$ cat config.mk
export PLATFORM = sky130hd
export DESIGN_NAME = prio_intc
export DESIGN_NICKNAME = d
export VERILOG_FILES = /design/src/rtl/intc_pkg.sv /design/src/rtl/intc_regs.sv /design/src/rtl/intc_lvl_enc.sv /design/src/rtl/prio_intc.sv
export SDC_FILE = /design/constraint.sdc
export NUM_CORES = 1
export LEC_CHECK = 0
export BUFFER_PORTS_ARGS = -buffer_cell sky130_fd_sc_hd__buf_2
export CELL_PAD_IN_SITES_DETAIL_PLACEMENT = 0
export CELL_PAD_IN_SITES_GLOBAL_PLACEMENT = 1
export CORE_MARGIN = 3
export CORE_UTILIZATION = 49
export CTS_BUF_LIST = sky130_fd_sc_hd__clkbuf_4 sky130_fd_sc_hd__clkbuf_8
export CTS_CLUSTER_SIZE = 24
export DETAILED_ROUTE_END_ITERATION = 8
export PLACE_DENSITY_LB_ADDON = 0.1
export SYNTH_ARGS = -nofsm -noshare
export SYNTH_HDL_FRONTEND = slang
export SYNTH_HIERARCHICAL = 1
export SYNTH_SLANG_ARGS = --single-unit
$ cat constraint.sdc
create_clock -name clk -period 5.8 [get_ports clk]
set_input_delay 1.16 -clock clk [delete_from_list [all_inputs] [get_ports clk]]
set_output_delay 1.16 -clock clk [all_outputs]
set_load 0.03 [all_outputs]
$ cat src/rtl/intc_pkg.sv
package intc_pkg;
  localparam int LEVELS = 3;
  localparam int SLOTS  = 2;
  typedef logic [1:0] prio_code_t;
  localparam prio_code_t PRIO_OFF = 2'b00;
  localparam prio_code_t PRIO_TOP = 2'b11;
endpackage

$ cat src/rtl/intc_regs.sv
module intc_regs
  import intc_pkg::*;
#(
  parameter int NUM_SRC   = 66,
  parameter int NUM_FIXED = 2,
  parameter int VEC_W     = 7,
  parameter int VA_W      = 21,
  parameter int BUS_AW    = 5,
  parameter int BUS_DW    = 16
) (
  input  logic                         clk,
  input  logic                         rst_n,
  input  logic                         wr_en,
  input  logic [BUS_AW-1:0]            addr,
  input  logic [BUS_DW-1:0]            wdata,
  output logic [BUS_DW-1:0]            rdata,
  output logic [2*NUM_SRC-1:0]         prio_flat,
  output logic [VA_W-1:0]              vbase,
  output logic [SLOTS-1:0][VEC_W-1:0]  fmatch,
  output logic [SLOTS-1:0][VA_W-1:0]   faddr
);
  localparam int SPW        = BUS_DW / 2;
  localparam int PRIO_WORDS = (NUM_SRC + SPW - 1) / SPW;
  localparam int PAD_W      = PRIO_WORDS * BUS_DW;
  localparam int A_BASE_LO  = PRIO_WORDS;
  localparam int A_BASE_HI  = PRIO_WORDS + 1;
  localparam int A_SLOT0    = PRIO_WORDS + 2;
  localparam int HI_W       = VA_W - BUS_DW;

  // per-source priority fields
  for (genvar s = 0; s < NUM_SRC; s++) begin : g_src
    if (s < NUM_FIXED) begin : g_fixed
      assign prio_flat[2*s +: 2] = PRIO_TOP;
    end else begin : g_prog
      prio_code_t fld_q, fld_d;
      logic       fld_en;
      assign fld_en = wr_en && (addr == BUS_AW'(s / SPW));
      always_comb begin
        fld_d = fld_q;
        if (fld_en) fld_d = wdata[2*(s % SPW) +: 2];
      end
      always_ff @(posedge clk or negedge rst_n) begin
        if (!rst_n) fld_q <= PRIO_OFF;
        else        fld_q <= fld_d;
      end
      assign prio_flat[2*s +: 2] = fld_q;
    end
  end

  // vector base
  logic [VA_W-1:0] base_q, base_d;
  always_comb begin
    base_d = base_q;
    if (wr_en && addr == BUS_AW'(A_BASE_LO)) base_d[BUS_DW-1:0]    = wdata;
    if (wr_en && addr == BUS_AW'(A_BASE_HI)) base_d[VA_W-1:BUS_DW] = wdata[HI_W-1:0];
  end
  always_ff @(posedge clk or negedge rst_n) begin
    if (!rst_n) base_q <= '0;
    else        base_q <= base_d;
  end
  assign vbase = base_q;

  // fast match slots
  for (genvar k = 0; k < SLOTS; k++) begin : g_slot
    logic [VEC_W-1:0] m_q, m_d;
    logic [VA_W-1:0]  a_q, a_d;
    always_comb begin
      m_d = m_q;
      a_d = a_q;
      if (wr_en && addr == BUS_AW'(A_SLOT0 + 3*k))     m_d = wdata[VEC_W-1:0];
      if (wr_en && addr == BUS_AW'(A_SLOT0 + 3*k + 1)) a_d[BUS_DW-1:0] = wdata;
      if (wr_en && addr == BUS_AW'(A_SLOT0 + 3*k + 2)) a_d[VA_W-1:BUS_DW] = wdata[HI_W-1:0];
    end
    always_ff @(posedge clk or negedge rst_n) begin
      if (!rst_n) begin
        m_q <= '1;
        a_q <= '0;
      end else begin
        m_q <= m_d;
        a_q <= a_d;
      end
    end
    assign fmatch[k] = m_q;
    assign faddr[k]  = a_q;
  end

  // read mux
  logic [PAD_W-1:0] prio_pad;
  assign prio_pad = PAD_W'(prio_flat);
  always_comb begin
    rdata = '0;
    if (int'(addr) < PRIO_WORDS) rdata = prio_pad[int'(addr)*BUS_DW +: BUS_DW];
    if (addr == BUS_AW'(A_BASE_LO)) rdata = base_q[BUS_DW-1:0];
    if (addr == BUS_AW'(A_BASE_HI)) rdata = BUS_DW'(base_q[VA_W-1:BUS_DW]);
    for (int k = 0; k < SLOTS; k++) begin
      if (addr == BUS_AW'(A_SLOT0 + 3*k))     rdata = BUS_DW'(fmatch[k]);
      if (addr == BUS_AW'(A_SLOT0 + 3*k + 1)) rdata = faddr[k][BUS_DW-1:0];
      if (addr == BUS_AW'(A_SLOT0 + 3*k + 2)) rdata = BUS_DW'(faddr[k][VA_W-1:BUS_DW]);
    end
  end
endmodule

$ cat src/rtl/intc_lvl_enc.sv
module intc_lvl_enc #(
  parameter int N  = 66,
  parameter int VW = 7
) (
  input  logic [N-1:0]  hits,
  output logic          found,
  output logic [VW-1:0] idx
);
  // lowest set index wins
  always_comb begin
    idx = '0;
    for (int i = N - 1; i >= 0; i--) begin
      if (hits[i]) idx = VW'(i);
    end
  end
  assign found = |hits;
endmodule

$ cat src/rtl/prio_intc.sv
module prio_intc
  import intc_pkg::*;
#(
  parameter int NUM_SRC   = 66,
  parameter int NUM_FIXED = 2,
  parameter int VA_W      = 21,
  parameter int BUS_AW    = 5,
  parameter int BUS_DW    = 16,
  parameter int VEC_W     = $clog2(NUM_SRC)
) (
  input  logic               clk,
  input  logic               rst_n,
  input  logic               bus_wr_i,
  input  logic [BUS_AW-1:0]  bus_addr_i,
  input  logic [BUS_DW-1:0]  bus_wdata_i,
  output logic [BUS_DW-1:0]  bus_rdata_o,
  input  logic [NUM_SRC-1:0] irq_req_i,
  input  logic [1:0]         cur_mask_i,
  input  logic               irq_ack_i,
  output logic               irq_o,
  output logic [VEC_W-1:0]   vec_num_o,
  output logic [VA_W-1:0]    vec_addr_o,
  output logic               fast_o
);
  logic [2*NUM_SRC-1:0]        prio_flat;
  logic [VA_W-1:0]             vbase;
  logic [SLOTS-1:0][VEC_W-1:0] fmatch;
  logic [SLOTS-1:0][VA_W-1:0]  faddr;

  intc_regs #(
    .NUM_SRC(NUM_SRC), .NUM_FIXED(NUM_FIXED), .VEC_W(VEC_W),
    .VA_W(VA_W), .BUS_AW(BUS_AW), .BUS_DW(BUS_DW)
  ) u_regs (
    .clk(clk), .rst_n(rst_n), .wr_en(bus_wr_i), .addr(bus_addr_i),
    .wdata(bus_wdata_i), .rdata(bus_rdata_o), .prio_flat(prio_flat),
    .vbase(vbase), .fmatch(fmatch), .faddr(faddr)
  );

  // per-level hit vectors and encoders
  logic [LEVELS-1:0][NUM_SRC-1:0] lvl_hits;
  logic [LEVELS-1:0]              lvl_found;
  logic [LEVELS-1:0][VEC_W-1:0]   lvl_idx;

  for (genvar l = 0; l < LEVELS; l++) begin : g_lvl
    always_comb begin
      for (int s = 0; s < NUM_SRC; s++)
        lvl_hits[l][s] = irq_req_i[s] && (prio_flat[2*s +: 2] == 2'(l + 1));
    end
    intc_lvl_enc #(.N(NUM_SRC), .VW(VEC_W)) u_enc (
      .hits(lvl_hits[l]), .found(lvl_found[l]), .idx(lvl_idx[l])
    );
  end

  // final winner: highest populated level
  logic             win_ok;
  logic [1:0]       win_lvl;
  logic [VEC_W-1:0] win_idx;
  always_comb begin
    win_ok  = 1'b0;
    win_lvl = '0;
    win_idx = '0;
    for (int l = 0; l < LEVELS; l++) begin
      if (lvl_found[l]) begin
        win_ok  = 1'b1;
        win_lvl = 2'(l);
        win_idx = lvl_idx[l];
      end
    end
  end

  logic pass;
  assign pass = win_ok && (win_lvl >= cur_mask_i);

  // fast slot match and address selection (slot 0 first)
  logic [SLOTS-1:0] slot_hit;
  for (genvar k = 0; k < SLOTS; k++) begin : g_hit
    assign slot_hit[k] = (win_lvl == 2'd2) && (win_idx == fmatch[k]);
  end

  logic [VA_W-1:0] addr_sel;
  logic            fast_sel;
  always_comb begin
    addr_sel = vbase + VA_W'({win_idx, 1'b0});
    fast_sel = 1'b0;
    for (int k = SLOTS - 1; k >= 0; k--) begin
      if (slot_hit[k]) begin
        addr_sel = faddr[k];
        fast_sel = 1'b1;
      end
    end
  end

  // output stage
  logic             irq_q, irq_d, load;
  logic [VEC_W-1:0] vec_q;
  logic [VA_W-1:0]  addr_q;
  logic             fast_q;
  logic [1:0]       lvl_q;

  always_comb begin
    irq_d = irq_q;
    load  = 1'b0;
    if (irq_q) begin
      if (irq_ack_i) irq_d = 1'b0;
    end else if (pass) begin
      irq_d = 1'b1;
      load  = 1'b1;
    end
  end

  always_ff @(posedge clk or negedge rst_n) begin
    if (!rst_n) begin
      irq_q  <= 1'b0;
      vec_q  <= '0;
      addr_q <= '0;
      fast_q <= 1'b0;
      lvl_q  <= '0;
    end else begin
      irq_q <= irq_d;
      if (load) begin
        vec_q  <= win_idx;
        addr_q <= addr_sel;
        fast_q <= fast_sel;
        lvl_q  <= win_lvl;
      end
    end
  end

  assign irq_o      = irq_q;
  assign vec_num_o  = vec_q;
  assign vec_addr_o = addr_q;
  assign fast_o     = fast_q;

  // held outputs stable until acknowledged
  a_r10_hold: assert property (@(posedge clk) disable iff (!rst_n)
    irq_q && !irq_ack_i |=> irq_q && $stable(vec_q) && $stable(addr_q) && $stable(fast_q));

  // acknowledge drops the request
  a_r11_ack_drop: assert property (@(posedge clk) disable iff (!rst_n)
    irq_q && irq_ack_i |=> !irq_q);

  // a newly raised request meets the mask it was qualified against
  a_r6_mask_met: assert property (@(posedge clk) disable iff (!rst_n)
    $rose(irq_q) |-> lvl_q >= $past(cur_mask_i));

  // fast flag only at level 2
  a_r8_fast_lvl: assert property (@(posedge clk) disable iff (!rst_n)
    irq_q && fast_q |-> lvl_q == 2'd2);

  // winner chosen by the encoders has its request line set
  a_r5_win_req: assert property (@(posedge clk) disable iff (!rst_n)
    win_ok |-> irq_req_i[win_idx]);
endmodule

==> results.yml <==
critical_path:
  criticalPathCategory: "in2reg"
  worst-path-max-fanout: 6
  crit_path_start_kind: "input pin"
  endpoint_kind: "register"
  required_ns: 6.27
  arrival_ns: 5.58
sta:
  drv_slew: 0
  hold_violations: 0
  fmaxAchievable_ghz: 0.196
  setup_tns_ns: 0
  worst_pin_slew_ns: 0.974
  relSlewSlack_pct: 34.9
  min_period_over_period_pct: 88.1
  setup_ws_ns: 0.690
  setup_viol: 0
  final.setup_skew_ns: 0.0297
  rsz0062_at_grt: "no"
  period_needed_ns: 5.11
power_and_ir_drop:
  p_seq_share_pct: 35.7
  leakage_nw: 8.41
  swShare_pct: 41.9
  vdd.ir_drop.worst_mv: 0.245
  power_frac_comb_pct: 40.3
  p_int_w: 0.00407
  pwr_density_cell_nw_per_um2: 386
  switching_power_w: 0.00294
  clkPwrFrac_pct: 24.0
floorplanning:
  initial_core_util_pct: 50.6
  die_y_um: 188
  fp-row-count: 65
  fp.dieW_um: 188
  die-area_sq_um: 35300
  core_sq_um: 32000
  num_io_pins: 139
synthesis:
  ys_seq_elements: 235
  async_flop_share_pct: 100
  avgSynthCellArea_sq_um: 9.39
  synth_seq_area_share_pct: 36.4
  synth_ff_type: "dfrtp_1"
  synth-edff-count: 0
  ys_types: 93
  yosysWarnings: 6
  netlist_instances: 1725
  netlist_area_sq_um: 16200
grt:
  grt.total_usage_pct: 34.2
  overflow: 0
  grt_max_degree: 142
  grt_pass1_vias: 14350
  grt_pass1_wl_mm: 91.3
  antenna_found_initial: 1
cts:
  clk_pin_slew_ns: 0.06
  cts_max_path_buffers: 3
  clock_latency_ns: 0.59
  numCtsBuffers: 43
  clock_sinks: 235
  cts_tree: "yes"
  cts_resized: 0
  cts-root-buf: "clkbuf_8"
  holdBufCountCts: 0
  ctsHtreeMaxLevel: 2
  post_cts_buffers: 0
detailed_routing:
  wl_met3_mm: 5.35
  top_layer: "met4"
  wire_per_inst_um: 26.3
  vias: 14843
  avgViaCountPerCell: 6.37
  ant_nets: 0
  met2WireLength_mm: 26.2
  wl_met1_mm: 27.0
  drc: 0
  wirelength_mm: 61.2
  drt_iter0_markers: 1560
  drtPass1Iterations: 6
place:
  io_buffers: 138
  pre_cts_slack_ns: 0.125
  routabilityCongestion: 0.979
  dpl_cell_area_sq_um: 17300
  hpwlAfterDp_mm: 47.4
job:
  drv_cap: 0
final_layout:
  drive_above_1_share_pct: 25.6
  final_nets: 1969
  synthToLayoutAreaGrowth_pct: 12.0
  fin_area_sq_um: 18100
  n_antenna_cell: 0
hold_path:
  hold_path.class: "reg2reg"
outcome:
  status: "finished, final reports clean"
==> power by group through the flow <==
stage / logic [W] / clock network [W] / registers (W)
after global routing: 0.00305 / 0.00178 / 0.00255
after global placement: 0.00273 / 0 / 0.00249
after detailed placement: 0.00276 / 0 / 0.00251
after floorplan: 0.00174 / 0 / 0.00248
final: 0.00282 / 0.00168 / 0.00250
after CTS: 0.00278 / 0.00171 / 0.00248
==> through the flow <==
stage | power (W) | utilization (%) | instances | hold slack, ns
final | 0.00700 | 56.6 | 2329 | 0.465
after CTS | 0.00697 | 56.6 | 2329 | 0.472
after global routing | 0.00738 | 56.6 | 2329 | 0.514
after detailed placement | 0.00527 | 53.8 | 2256 | 0.458
after global placement | 0.00522 | 53.8 | 2256 | 0.455
after floorplan | 0.00422 | - | 1728 | 0.481
==> cell type report <==
class	instances	area, sq um
multi-input cells	1353	9620
inverters	63	236
clock inverters	8	87.6
repair buffers	170	956
clock buffers	65	807
well taps	435	544
flip-flops and latches	235	5900
fillers	2988	13900
==> cell families after synthesis <==
kind of cell | share of synthesized area [%]
compound gates | 14.6
xor+xnor | 1.07
fa+ha+maj | 0.818
buf+inv | 4.32
flops | 36.4
mux | 19.6
other cells | 0.0231
simple gates | 23.2
==> flip-flops by register name, indices dropped and copies added, names as in the netlist <==
signal / count
u_regs/g_src.g_prog.fld_q: 128
vec_addr_o: 21
irq_o: 1
vec_num_o: 7
fast_o: 1
u_regs/vbase: 21
u_regs/g_slot.m_q: 14
u_regs/g_slot.a_q: 42
==> Yosys cell counts (11+ instances only) <==
library cell	count	area, sq um
nor2b_1	12	75.1
a22oi_1	22	165
mux2_1	59	664
dfstp_2	14	368
clkbuf_1	26	97.6
and3_1	77	482
nor3_1	44	220
a211oi_1	25	188
o31ai_1	12	90.1
inv_1	63	236
buf_2	22	110
buf_4	19	143
o211ai_1	11	82.6
a21oi_1	73	365
nand3_1	23	115
nor4_1	58	363
nor2_1	223	837
mux2i_1	24	240
mux2_2	134	1510
a221o_1	13	130
dfrtp_1	221	5530
xor2_1	16	140
nand2_1	197	739
mux2_4	12	180
mux4_2	26	586
o21ai_0	58	290
and3b_1	25	219
==> per-layer routing <==
| metal | vias up | track usage, % |
|---|---|---|
| met5 | - | 0 |
| met2 | 742 | 51.2 |
| li1 | 6663 | - |
| met4 | 0 | 13.6 |
| met3 | 117 | 5.93 |
| met1 | 7321 | 49.6 |
==> cell usage in the layout, fill, tap and decap left out, types with 14 or more instances in the layout <==
master,instances
nor4_1,58
nor2_1,223
a21oi_1,73
mux2i_1,24
o21ai_0,58
a22oi_1,22
and3b_1,25
dfstp_2,14
a211oi_1,25
mux2_1,59
mux2_2,134
xor2_1,16
buf_4,32
nand2_1,197
clkbuf_8,51
mux4_2,26
clkbuf_4,14
dfrtp_1,221
nor3_1,44
inv_1,63
buf_2,136
and3_1,77
nand3_1,23
==> path summary, 6_finish.rpt <==
path	slack, ns	from	endpoint	cells after the start
min in group asynchronous	0.58	rst_n	u_regs/g_src[6].g_prog.fld_q[1]$_DFFE_PN0P_	1
setup / recovery	0.69	irq_req_i[22]	vec_addr_o[17]$_DFFE_PN0P_	18
setup reg to reg	0.92	u_regs/g_src[22].g_prog.fld_q[0]$_DFFE_PN0P_	vec_addr_o[17]$_DFFE_PN0P_	17
hold reg to reg	0.46	vec_num_o[1]$_DFFE_PN0P_	vec_num_o[1]$_DFFE_PN0P_	2
hold / removal	0.46	vec_num_o[1]$_DFFE_PN0P_	vec_num_o[1]$_DFFE_PN0P_	2
max in group asynchronous	3.94	rst_n	vec_addr_o[0]$_DFFE_PN0P_	2
==> critical path, stage by stage <==
cell and delay [ns]:
buf_2 0.12, and3b_1 0.20, nor4_1 0.55, nand2_1 0.18
or3_4 0.46, nor3_1 0.15, nand2_1 0.10, nor2b_1 0.21
a221oi_1 0.38, a21oi_1 0.12, ha_1 0.26, fa_1 0.46
a211oi_1 0.29, o21bai_1 0.25, nand3_1 0.16, xor2_1 0.15
a211oi_1 0.09, a221o_1 0.29
Power figures use the tool's default switching activity.
